### config.mk
export PLATFORM = sky130hd
export DESIGN_NAME = insn_predecode
export DESIGN_NICKNAME = d
export VERILOG_FILES = /design/src/rtl/pdec_pkg.sv /design/src/rtl/pdec_classify.sv /design/src/rtl/pdec_assemble.sv /design/src/rtl/pdec_stage.sv /design/src/rtl/insn_predecode.sv
export SDC_FILE = /design/constraint.sdc
export NUM_CORES = 1
export LEC_CHECK = 0
export ABC_CLOCK_PERIOD_IN_PS = 4400
export CORE_AREA = 3 3 131 133
export CTS_CLUSTER_SIZE = 20
export DETAILED_ROUTE_END_ITERATION = 10
export DIE_AREA = 0 0 134 136
export GPL_ROUTABILITY_DRIVEN = 1
export PLACE_DENSITY = 0.71
export SLEW_MARGIN = 10
export SYNTH_ARGS = -nofsm -noshare
export SYNTH_HDL_FRONTEND = slang
export SYNTH_HIERARCHICAL = 1
export SYNTH_SLANG_ARGS = --single-unit
### constraint.sdc
create_clock -name clk -period 4.4 [get_ports clk]
set_input_delay 0.88 -clock clk [delete_from_list [all_inputs] [get_ports clk]]
set_output_delay 0.88 -clock clk [all_outputs]
set_load 0.01 [all_outputs]
### src/rtl/pdec_pkg.sv
package pdec_pkg;

    localparam int WORD_W  = 32;
    localparam int EXT_W   = 24;
    localparam int LEN_W   = 3;
    localparam int MIN_WIN = 7;

    typedef enum logic [3:0] {
        FMT_BAD,
        FMT_B1,
        FMT_B2,
        FMT_B3_LE,
        FMT_B3_BE,
        FMT_B4,
        FMT_B5_MID,
        FMT_B5_TAIL,
        FMT_B6,
        FMT_B7_AT1,
        FMT_B7_AT2
    } pdec_fmt_e;

    typedef struct packed {
        logic [WORD_W-1:0] word;
        logic [EXT_W-1:0]  ext;
        logic [LEN_W-1:0]  len;
        logic              illegal;
    } pdec_res_t;

    typedef logic [MIN_WIN-1:0][7:0] pdec_win_t;

    function automatic logic [LEN_W-1:0] pdec_len(input pdec_fmt_e f);
        case (f)
            FMT_B1:                  return LEN_W'(1);
            FMT_B2:                  return LEN_W'(2);
            FMT_B3_LE, FMT_B3_BE:    return LEN_W'(3);
            FMT_B4:                  return LEN_W'(4);
            FMT_B5_MID, FMT_B5_TAIL: return LEN_W'(5);
            FMT_B6:                  return LEN_W'(6);
            FMT_B7_AT1, FMT_B7_AT2:  return LEN_W'(7);
            default:                 return '0;
        endcase
    endfunction

endpackage

### src/rtl/pdec_classify.sv
module pdec_classify
    import pdec_pkg::*;
(
    input  logic [7:0] op,
    output pdec_fmt_e  fmt
);

    always_comb begin
        fmt = FMT_BAD;
        if (op inside {[8'h80:8'hbf]}) begin
            // register-field pair: equal fields select the two-byte form
            fmt = (op[3:2] == op[1:0]) ? FMT_B2 : FMT_B1;
        end else if (op inside {8'h00, 8'h04, 8'h08, 8'h0c, [8'h10:8'h1f],
                                [8'h3c:8'h3f], 8'h40, 8'h41, 8'h44, 8'h45,
                                8'h48, 8'h49, 8'h4c, 8'h4d, [8'h50:8'h57],
                                [8'h60:8'h7f], 8'hcb, [8'hd0:8'hdb],
                                [8'he0:8'hef], 8'hff}) begin
            fmt = FMT_B1;
        end else if (op inside {[8'h20:8'h23], [8'h28:8'h2b], 8'h42, 8'h43,
                                8'h46, 8'h47, 8'h4a, 8'h4b, 8'h4e, 8'h4f,
                                [8'h58:8'h5f], [8'hc0:8'hca], 8'hce, 8'hcf,
                                [8'hf0:8'hf6]}) begin
            fmt = FMT_B2;
        end else if (op inside {[8'h01:8'h03], [8'h05:8'h07], [8'h09:8'h0b],
                                [8'h0d:8'h0f], [8'h24:8'h27], [8'h2c:8'h3b],
                                8'hcc}) begin
            fmt = FMT_B3_LE;
        end else if (op inside {8'hde, 8'hdf, 8'hf8, 8'hf9}) begin
            fmt = FMT_B3_BE;
        end else if (op inside {8'hfa, 8'hfb}) begin
            fmt = FMT_B4;
        end else if (op == 8'hcd) begin
            fmt = FMT_B5_MID;
        end else if (op == 8'hdc) begin
            fmt = FMT_B5_TAIL;
        end else if (op inside {8'hfc, 8'hfd}) begin
            fmt = FMT_B6;
        end else if (op == 8'hdd) begin
            fmt = FMT_B7_AT1;
        end else if (op == 8'hfe) begin
            fmt = FMT_B7_AT2;
        end
    end

endmodule

### src/rtl/pdec_assemble.sv
module pdec_assemble
    import pdec_pkg::*;
(
    input  pdec_fmt_e fmt,
    input  pdec_win_t win,
    output pdec_res_t res
);

    logic four_be;

    // four-byte form packed big-endian when the first halfword masked by 0xfffc hits f0/f4/f8
    assign four_be = (win[0] == 8'hfa) && (win[1][7:2] inside {6'h3c, 6'h3d, 6'h3e});

    always_comb begin
        res         = '0;
        res.len     = pdec_len(fmt);
        res.illegal = (fmt == FMT_BAD);
        case (fmt)
            FMT_B1:      res.word = {24'h0, win[0]};
            FMT_B2:      res.word = {16'h0, win[0], win[1]};
            FMT_B3_LE:   res.word = {8'h0, win[0], win[2], win[1]};
            FMT_B3_BE:   res.word = {8'h0, win[0], win[1], win[2]};
            FMT_B4:      res.word = four_be ? {win[0], win[1], win[2], win[3]}
                                            : {win[0], win[1], win[3], win[2]};
            FMT_B5_MID: begin
                res.word = {win[0], win[2], win[1], win[3]};
                res.ext  = {16'h0, win[4]};
            end
            FMT_B5_TAIL: begin
                res.word = {win[0], win[4], win[3], win[2]};
                res.ext  = {16'h0, win[1]};
            end
            FMT_B6: begin
                res.word = {win[0], win[1], win[5], win[4]};
                res.ext  = {8'h0, win[3], win[2]};
            end
            FMT_B7_AT1: begin
                res.word = {win[0], win[4], win[3], win[2]};
                res.ext  = {win[1], win[5], win[6]};
            end
            FMT_B7_AT2: begin
                res.word = {win[0], win[1], win[5], win[4]};
                res.ext  = {win[3], win[2], win[6]};
            end
            default:     res.word = '0;
        endcase
    end

endmodule

### src/rtl/pdec_stage.sv
module pdec_stage
    import pdec_pkg::*;
#(
    parameter int PC_W = 32
) (
    input  logic            clk,
    input  logic            rst,
    input  logic            avail_ok,
    input  logic            down_ready,
    input  pdec_res_t       res_in,
    input  logic [PC_W-1:0] pc_in,
    output logic            take,
    output logic            valid,
    output pdec_res_t       res_out,
    output logic [PC_W-1:0] next_pc
);

    assign take = avail_ok && (!valid || down_ready);

    always_ff @(posedge clk) begin
        if (rst) begin
            valid   <= 1'b0;
            res_out <= '0;
            next_pc <= '0;
        end else if (take) begin
            valid   <= 1'b1;
            res_out <= res_in;
            next_pc <= pc_in + PC_W'(res_in.len);
        end else if (down_ready) begin
            valid   <= 1'b0;
        end
    end

endmodule

### src/rtl/insn_predecode.sv
module insn_predecode
    import pdec_pkg::*;
#(
    parameter int PC_W      = 32,
    parameter int WIN_BYTES = 7,
    localparam int WIN_W    = WIN_BYTES * 8,
    localparam int AVAIL_W  = $clog2(WIN_BYTES + 1)
) (
    input  logic               clk,
    input  logic               rst,
    input  logic [WIN_W-1:0]   fetch_bytes,
    input  logic [AVAIL_W-1:0] fetch_avail,
    input  logic [PC_W-1:0]    fetch_pc,
    output logic               fetch_take,
    input  logic               dec_ready,
    output logic               dec_valid,
    output logic [WORD_W-1:0]  dec_word,
    output logic [EXT_W-1:0]   dec_ext,
    output logic [LEN_W-1:0]   dec_len,
    output logic               dec_illegal,
    output logic [PC_W-1:0]    dec_next_pc
);

    // WIN_BYTES must be at least MIN_WIN; only the first MIN_WIN bytes are decoded
    pdec_win_t  win;
    pdec_fmt_e  fmt;
    pdec_res_t  res_d;
    pdec_res_t  res_q;
    logic       avail_ok;

    for (genvar i = 0; i < MIN_WIN; i++) begin : g_unpack
        assign win[i] = fetch_bytes[8*i +: 8];
    end

    assign avail_ok = (int'(fetch_avail) >= MIN_WIN);

    pdec_classify u_classify (
        .op  (win[0]),
        .fmt (fmt)
    );

    pdec_assemble u_assemble (
        .fmt (fmt),
        .win (win),
        .res (res_d)
    );

    pdec_stage #(.PC_W(PC_W)) u_stage (
        .clk        (clk),
        .rst        (rst),
        .avail_ok   (avail_ok),
        .down_ready (dec_ready),
        .res_in     (res_d),
        .pc_in      (fetch_pc),
        .take       (fetch_take),
        .valid      (dec_valid),
        .res_out    (res_q),
        .next_pc    (dec_next_pc)
    );

    assign dec_word    = res_q.word;
    assign dec_ext     = res_q.ext;
    assign dec_len     = res_q.len;
    assign dec_illegal = res_q.illegal;

endmodule

After elaboration in Yosys (flattened, before gate mapping)
Memory sizes are Yosys's and may differ from the RTL's. Index checks and enable logic that the tools add are counted.

Add/sub/neg operators: 1. Multiply operators: 0. Divide/modulo/power cells: 0. Order comparisons: 37. Eq/ne operators: 50. Shift operators: 0. Muxes and demuxes: 17. Bitwise logic cells: 0. Reductions and logical operators: 34.

Operator list (number): case mux 32 bit (8 select lines) (1); equality test 8 bit (second input constant) (17); equality test 8 x 7 -> 1 bit (second input constant) (16); case mux 24 bit (5 select lines) (1); two-way mux 4 bit (11); greater-or-equal comparator 8 x 6 -> 1 bit (second input constant) (5); greater-or-equal comparator 8 bit (second input constant) (5); <= comparator 8 x 6 -> 1 bit (second input constant) (5); <= comparator 8 bit (second input constant) (5); adder 32 x 3 -> 32 bit (1); greater-or-equal comparator 8 x 7 -> 1 bit (second input constant) (3); <= comparator 8 x 7 -> 1 bit (second input constant) (3); logical AND 1 bit (20); nonzero test 20 bit (1); equality test 6 bit (second input constant) (3); equality test 4 x 3 -> 1 bit (second input constant) (4); equality test 8 x 4 -> 1 bit (second input constant) (2); greater-or-equal comparator 8 x 4 -> 1 bit (second input constant) (2); <= comparator 8 x 4 -> 1 bit (second input constant) (2); two-way mux 16 bit (1); nonzero test 15 bit (1); equality test 4 bit (second input constant) (3); equality test 4 x 2 -> 1 bit (second input constant) (2); equality test 8 x 3 -> 1 bit (second input constant) (1); 20 further kinds (24).

Register bits: 93. Latch bits: 0. Memory bits (writable): 0. Memory bits (read-only): 48. Bits of input ports: 94. Output and inout bits: 94. Word-level logic and storage cells: 146. Memories kept: 1.

Memories: (no name shown) (depth 16, bits a word 3, rd ports 1, clocked after memory_dff 0, write ports 0, RTL line pdec_pkg.sv:32) `case (f)`.

Depth between registers and ports, before layout
Gate-level depths: netlist of run 1.

Depth in word-level cells: 15. Depth in mapped cells: 18. Gate-level depth less buffers: 15.

Modules after synthesis
The synthesis of run 1 kept the hierarchy.

Modules (own cells, without submodules): pdec_stage (instances 1, cells an instance 509, area each 4032.6 um2, sequential area each 1861.8 um2); pdec_assemble (instances 1, cells an instance 270, area each 1868.0 um2, sequential area each 0.0 um2); pdec_classify (instances 1, cells an instance 65, area each 462.9 um2, sequential area each 0.0 um2); insn_predecode (instances 1, cells an instance 1, area each 6.3 um2, sequential area each 0.0 um2).

Worst setup path before layout of run 1
Ideal clock, no wire load.

Path kind: input to register. Start point: input port fetch_bytes[0]. End point: register u_stage.next_pc[16]. Library setup time: 91 ps. Arrival: 4213 ps. Required time: 4309 ps. Setup slack: 96 ps. Cell stages on the path: 18. Path buffers: 3. Cell sequence: buf_6 nor2_2 nor3_1 a21oi_1 o31ai_1 or4_1 inv_1 ha_1 clkbuf_1 mux2_2 o21ai_0 ha_1 fa_1 a21o_1 nand4_1 buf_2 o21ai_0 a311oi_1.

RTL lines: from (decl) (RTL line insn_predecode.sv:11) `input logic [WIN_W-1:0] fetch_bytes,`; to (signal assigned) (RTL line pdec_stage.sv:28) `next_pc <= pc_in + PC_W'(res_in.len);`; to (decl) (RTL line pdec_stage.sv:15) `output logic [PC_W-1:0] next_pc`.

==> flow_metrics.tcl, run 1 <==
set metrics [dict create \
    yosys.area.top_type "dfxtp_1" \
    path_class "input port to flop" \
    cp-startpoint "fetch_bytes[0]" \
    gp_congestion 0.953 \
    die_x_um 134 \
    firstDrtPassIters 6 \
    wl_mm 25.1 \
    maxCapViolations 0 \
    skew_ns 0.0117 \
    antenna_found_initial 0 \
    slew_viol_final 0 \
    die-area_um2 18200 \
    ys_seq_area_frac 0.292 \
    syn_to_final_growth_pct 45.1 \
    grt_pass1_vias 6988 \
    grt_pass1_wl_mm 38.7 \
    clkSlewWorstSetupHoldPaths_ns 0.07 \
    clock-sinks 93 \
    min_from "u_stage/res_out[36]" \
    critPathArrivalTime_ns 4.54 \
    cp_top_family "buffers and inverters" \
    drt_iter0_markers 791 \
    grt_max_degree 116 \
    grt_util_all_layers 0.264 \
    diodes 0 \
    slowest_delay_ns 0.47 \
    grt_overflow 0 \
    synth_fp_nets 947 \
    vias 7475 \
    dp_hpwl_mm 17.9 \
    hold_buffers 0 \
    crit_path_frequent_cell "buf_4" \
    cp-end-kind "flop" \
    dpl_cell_area_um2 8770 \
    wire_per_inst_um 19.7 \
    tightest_slew_ns 1.12 \
    cts_made_buffers 9 \
    rrSetupSlack_ns 2.20 \
    h-tree-depth 3 \
    drive_gt1_frac 0.147 \
    r2r_cells 6 \
    fin_nets 1155 \
    core_area_um2 15900 \
    synth_area_um2 6370 \
    yosys-top-cells-area "dfxtp_1 (29%), nand2_1 (10%), a21oi_1 (6.7%)" \
    power_density_nw_per_um2 258 \
    pin_count 188 \
    cts_tree "yes" \
    avgSynthCellArea_um2 7.54 \
    synth_commonest_cells "nand2_1 (170), dfxtp_1 (93), a21oi_1 (85)" \
    rr_startpoint "u_stage/valid" \
    cts_buffer_depth 2 \
    cp.depth 18 \
    vias_per_cell 5.87 \
    ys_async_sr_fraction 0 \
    syn_inst 845 \
    synth_edf_count 0 \
    setup.worst_path.start_class "input port" \
    peakVddDrop_uv 169 \
    synth_most_common_cell "nand2_1" \
    die_h_um 136 \
    ant_nets 0 \
    synth.ff_latch_count 93 \
    status "finished, final reports clean" \
    path_cells "clkdlybuf4s50_1 -> buf_4 -> buf_4 -> xnor2_2 -> nor3_2 -> o22ai_1 -> o211ai_1 -> or4_4 -> buf_4 -> ha_1 -> o22ai_2 -> buf_4 -> ha_1 -> a21oi_2 -> a21o_1 -> buf_4 -> or4_1 -> o211ai_1" \
    root_buffer "clkbuf_16" \
    crit_slowest_cell "or4_1" \
    fillers 1525 \
    holdPathStages 2 \
    fin_ws_ns 0.139 \
    worstPathBufferInverterCount 6 \
    drc 0 \
    synthFlopType "dfxtp_1" \
    relSlewSlack 0.252 \
    min_path_type "flop to flop" \
    p_leak_nw 3.25 \
    synthDominantCellAreaShare 0.292 \
    finalCriticalPeriod_ns 4.26 \
    num_rows 46 \
    yosysWarnings 6 \
    crit_required_ns 4.68 \
    critPathMaxFanout 6 \
    synth_cell_types 81 \
    hold_viol 0 \
    setup_viol 0 \
    dp_worst_setup_slack_ns -0.555 \
    clk_latency_ns 0.36 \
    fmax_mhz 235 \
    stdcell_area_um2 9250 \
    fin_crit_sh 0.968 \
    io_buffers 187 \
    start_util 0.400 \
]
[where the power goes]
| group | internal [mW] | switching [mW] |
|---|---|---|
| Sequential | 0.865 | 0.0132 |
| Combinational | 0.283 | 0.320 |
| Clock | 0.538 | 0.368 |
| Total | 1.69 | 0.701 |
[cell families (layout without fill, tap and decap cells)]
kind of cell / Yosys count / in the layout / share of synthesized area
buf+inv: 96 / 309 / 0.0719
flops: 93 / 93 / 0.292
mux: 24 / 24 / 0.0395
xor+xnor: 12 / 12 / 0.0165
compound gates: 288 / 288 / 0.315
fa+ha+maj: 8 / 8 / 0.0169
simple gates: 324 / 324 / 0.248
[layer usage]
layer	part of all wire	global-route usage
met4	0.031	0.103
met1	0.42	0.360
met5	0	0
met3	0.094	0.0644
met2	0.45	0.402
[repair_timing]
item / CTS / global route
buffers inserted: 0 / 5
endpoints found under the setup margin: 9 / 26
pin swaps: 0 / 4
cloned: 0 / 1
resized for setup: 5 / 20
[registers in the layout, summed over array words and instances (netlist names)]
| signal | flops |
|---|---|
| u_stage/res_out | 60 |
| u_stage/next_pc | 32 |
| u_stage/valid | 1 |
[worst paths after layout]
path	to
setup / recovery	u_stage/next_pc[29]
hold / removal	u_stage/res_out[36]
setup reg to reg	u_stage/next_pc[19]
hold reg to reg	u_stage/res_out[36]
[final cells by class]
class,instances,area [um2],share of cell area
multi-input combinational,656,4130,0.446
timing repair buffer,278,2590,0.280
sequential,93,1860,0.201
tap,216,270,0.0292
clock buffer,11,253,0.0273
clock inverter,5,88.8,0.00961
inverter,15,57.6,0.00623
[placed cells by master, fill, tap and decap left out, types with 12 or more instances in the layout]
cell / instances
nand3_1: 20
nand4_1: 15
a22oi_1: 47
a21oi_1: 84
inv_1: 12
a22o_1: 23
nor2b_1: 14
buf_4: 85
clkdlybuf4s50_1: 184
o21ai_0: 25
mux2i_1: 15
dfxtp_1: 93
nor2_1: 27
nand2_1: 169
a221o_1: 16
[worst register-to-register path, cell delays in order, from the launching register on]
cell and delay [ns]:
dfxtp_1 0.31, nand2b_1 0.31, nand2_2 0.11, clkinv_2 0.06, buf_4 0.82, nor2_1 0.18, a311oi_1 0.30
[metrics by stage]
stage	cells	power (mW)	hold slack [ns]	setup TNS [ns]	utilization
3_5_place_dp	1252	1.47	0.445	-9.50	0.550
6_report	1274	2.39	0.454	0	0.580
5_1_grt	1274	2.48	0.477	-0.0154	0.580
4_1_cts	1268	2.37	0.454	0	0.572
2_1_floorplan	845	1.17	0.476	0	-
3_3_place_gp	1252	1.47	0.444	-6.41	0.550
(Power assumes the default switching activity.)
==> inputs of run 2 (changes only) <==
--- a/config.mk
+++ b/config.mk
@@ -6,10 +6,10 @@
 export NUM_CORES = 1
 export LEC_CHECK = 0
 export ABC_CLOCK_PERIOD_IN_PS = 4400
-export CORE_AREA = 3 3 131 133
+export CORE_AREA = 3 3 120 145
 export CTS_CLUSTER_SIZE = 20
 export DETAILED_ROUTE_END_ITERATION = 10
-export DIE_AREA = 0 0 134 136
+export DIE_AREA = 0 0 123 148
 export GPL_ROUTABILITY_DRIVEN = 1
 export PLACE_DENSITY = 0.71
 export SLEW_MARGIN = 10
==> run 2 against run 1 <==
Effect of this change: combinational power is 1% lower; sequential power hardly changed; setup slack got worse by 0.074 ns; critical path type unchanged.
==> flow_metrics.tcl, run 2 (same netlist as run 1, synthesis figures left out) <==
set metrics [dict create \
    diodes 0 \
    pin_count 188 \
    cp-end-kind "flop" \
    rr_startpoint "u_stage/valid" \
    syn_to_final_growth_pct 44.0 \
    largest_reg_flops 60 \
    path_cells "clkdlybuf4s50_1 -> buf_4 -> nor2_2 -> nor3_1 -> a21oi_1 -> o31ai_2 -> or4_4 -> buf_4 -> ha_1 -> o22ai_2 -> fa_2 -> a21o_1 -> nand4_1 -> buf_6 -> or4_1 -> a31oi_1" \
    worstPathBufferInverterCount 4 \
    layout_common_cells "clkdlybuf4s50_1 (181), nand2_1 (168), dfxtp_1 (93)" \
    top_register "u_stage/res_out" \
    maxCapViolations 0 \
    root_buffer "clkbuf_16" \
    fin_hold_ws_ns 0.450 \
    finalCriticalPeriod_ns 4.34 \
    slowest_delay_ns 0.55 \
    crit_path_frequent_cell "buf_4" \
    cp-startpoint "fetch_bytes[1]" \
    fin_crit_sh 0.985 \
    path_class "input port to flop" \
    status "finished, final reports clean" \
    antenna_found_initial 0 \
    clock-sinks 93 \
    power_density_nw_per_um2 243 \
    slew_viol_final 0 \
    dp_hpwl_mm 18.0 \
    cp_top_family "simple AND/OR/NAND/NOR gates" \
    vias_per_cell 5.86 \
    stdcell_area_um2 9170 \
    grt_pass1_wl_mm 37.4 \
    peakVddDrop_uv 164 \
    min_from "u_stage/next_pc[3]" \
    fmax_mhz 231 \
    die_h_um 148 \
    hold_buffers 0 \
    clkSlewWorstSetupHoldPaths_ns 0.07 \
    crit_required_ns 4.68 \
    num_rows 51 \
    vias 7453 \
    drc 0 \
    drive_gt1_frac 0.146 \
    die_x_um 123 \
    ant_nets 0 \
    core_area_um2 16100 \
    fin_ws_ns 0.0649 \
    fillers 1537 \
    wl_mm 24.6 \
    start_util 0.395 \
    critPathArrivalTime_ns 4.62 \
    hold_viol 0 \
    total_power_mw 2.23 \
    drt_iter0_markers 662 \
    fin_nets 1157 \
    p_leak_nw 3.26 \
    grt_overflow 0 \
    firstDrtPassIters 7 \
    h-tree-depth 3 \
    cts_buffer_depth 2 \
    grt_util_all_layers 0.258 \
    critPathMaxFanout 7 \
    io_buffers 187 \
    min_path_type "flop to flop" \
    grt_max_degree 73 \
    layout_commonest_cell "clkdlybuf4s50_1" \
    wire_per_inst_um 19.3 \
    cts_made_buffers 9 \
    gp_congestion 0.962 \
    setup.worst_path.start_class "input port" \
    dpl_cell_area_um2 8750 \
    skew_ns 0.00905 \
    dp_worst_setup_slack_ns -0.374 \
    relSlewSlack 0.425 \
    grt_pass1_vias 6896 \
    setup_viol 0 \
    reg_top3 "u_stage/res_out (60), u_stage/next_pc (32), u_stage/valid (1)" \
    crit_slowest_cell "or4_4" \
    cts_tree "yes" \
    clk_latency_ns 0.35 \
    tightest_slew_ns 0.862 \
    die-area_um2 18200 \
]
-- run 2: routing by layer --
metal	vias to the layer above	global-route usage	share of wire
li1	3551	-	-
met2	364	0.429	0.48
met3	52	0.0643	0.090
met5	-	0	0
met4	0	0.103	0.034
met1	3486	0.318	0.40
-- run 2: what timing repair did --
action,in CTS,in global routing
endpoints found under the setup margin,3,18
gates resized for setup,1,22
buffers inserted,0,6
pin swaps,0,6
cloned,0,2
-- run 2: tightest hold or removal path, cell delays in order, from the launching register on --
cell and delay, ns:
dfxtp_1 0.31, nand2_1 0.05, a21oi_1 0.05
-- run 2: worst paths after layout --
check / depth (start not counted) / slack [ns] / endpoint
min: 2 / 0.45 / u_stage/next_pc[3]
max reg2reg: 7 / 2.45 / u_stage/next_pc[3]
max: 16 / 0.06 / u_stage/next_pc[28]
min reg2reg: 2 / 0.45 / u_stage/next_pc[3]
-- run 2: power breakdown --
group | internal (mW) | switching, mW
clock network | 0.390 | 0.368
logic | 0.280 | 0.313
registers | 0.864 | 0.0120
-- run 2: area by class of cell --
cell class	instances	area, um2	share of cell area
multi-input cells	656	4120	0.449
repair buffers	280	2600	0.283
flip-flops and latches	93	1860	0.203
well taps	212	265	0.0289
clock buffers	10	229	0.0250
inverters	15	57.6	0.00627
clock inverters	6	46.3	0.00505
-- run 2: metrics by stage --
stage,setup TNS (ns),utilization,cells
after CTS,0,0.559,1264
after global routing,-0.0285,0.568,1272
after detailed placement,-5.59,0.542,1248
after global placement,-4.37,0.542,1248
after floorplan,0,-,845
final,0,0.568,1272
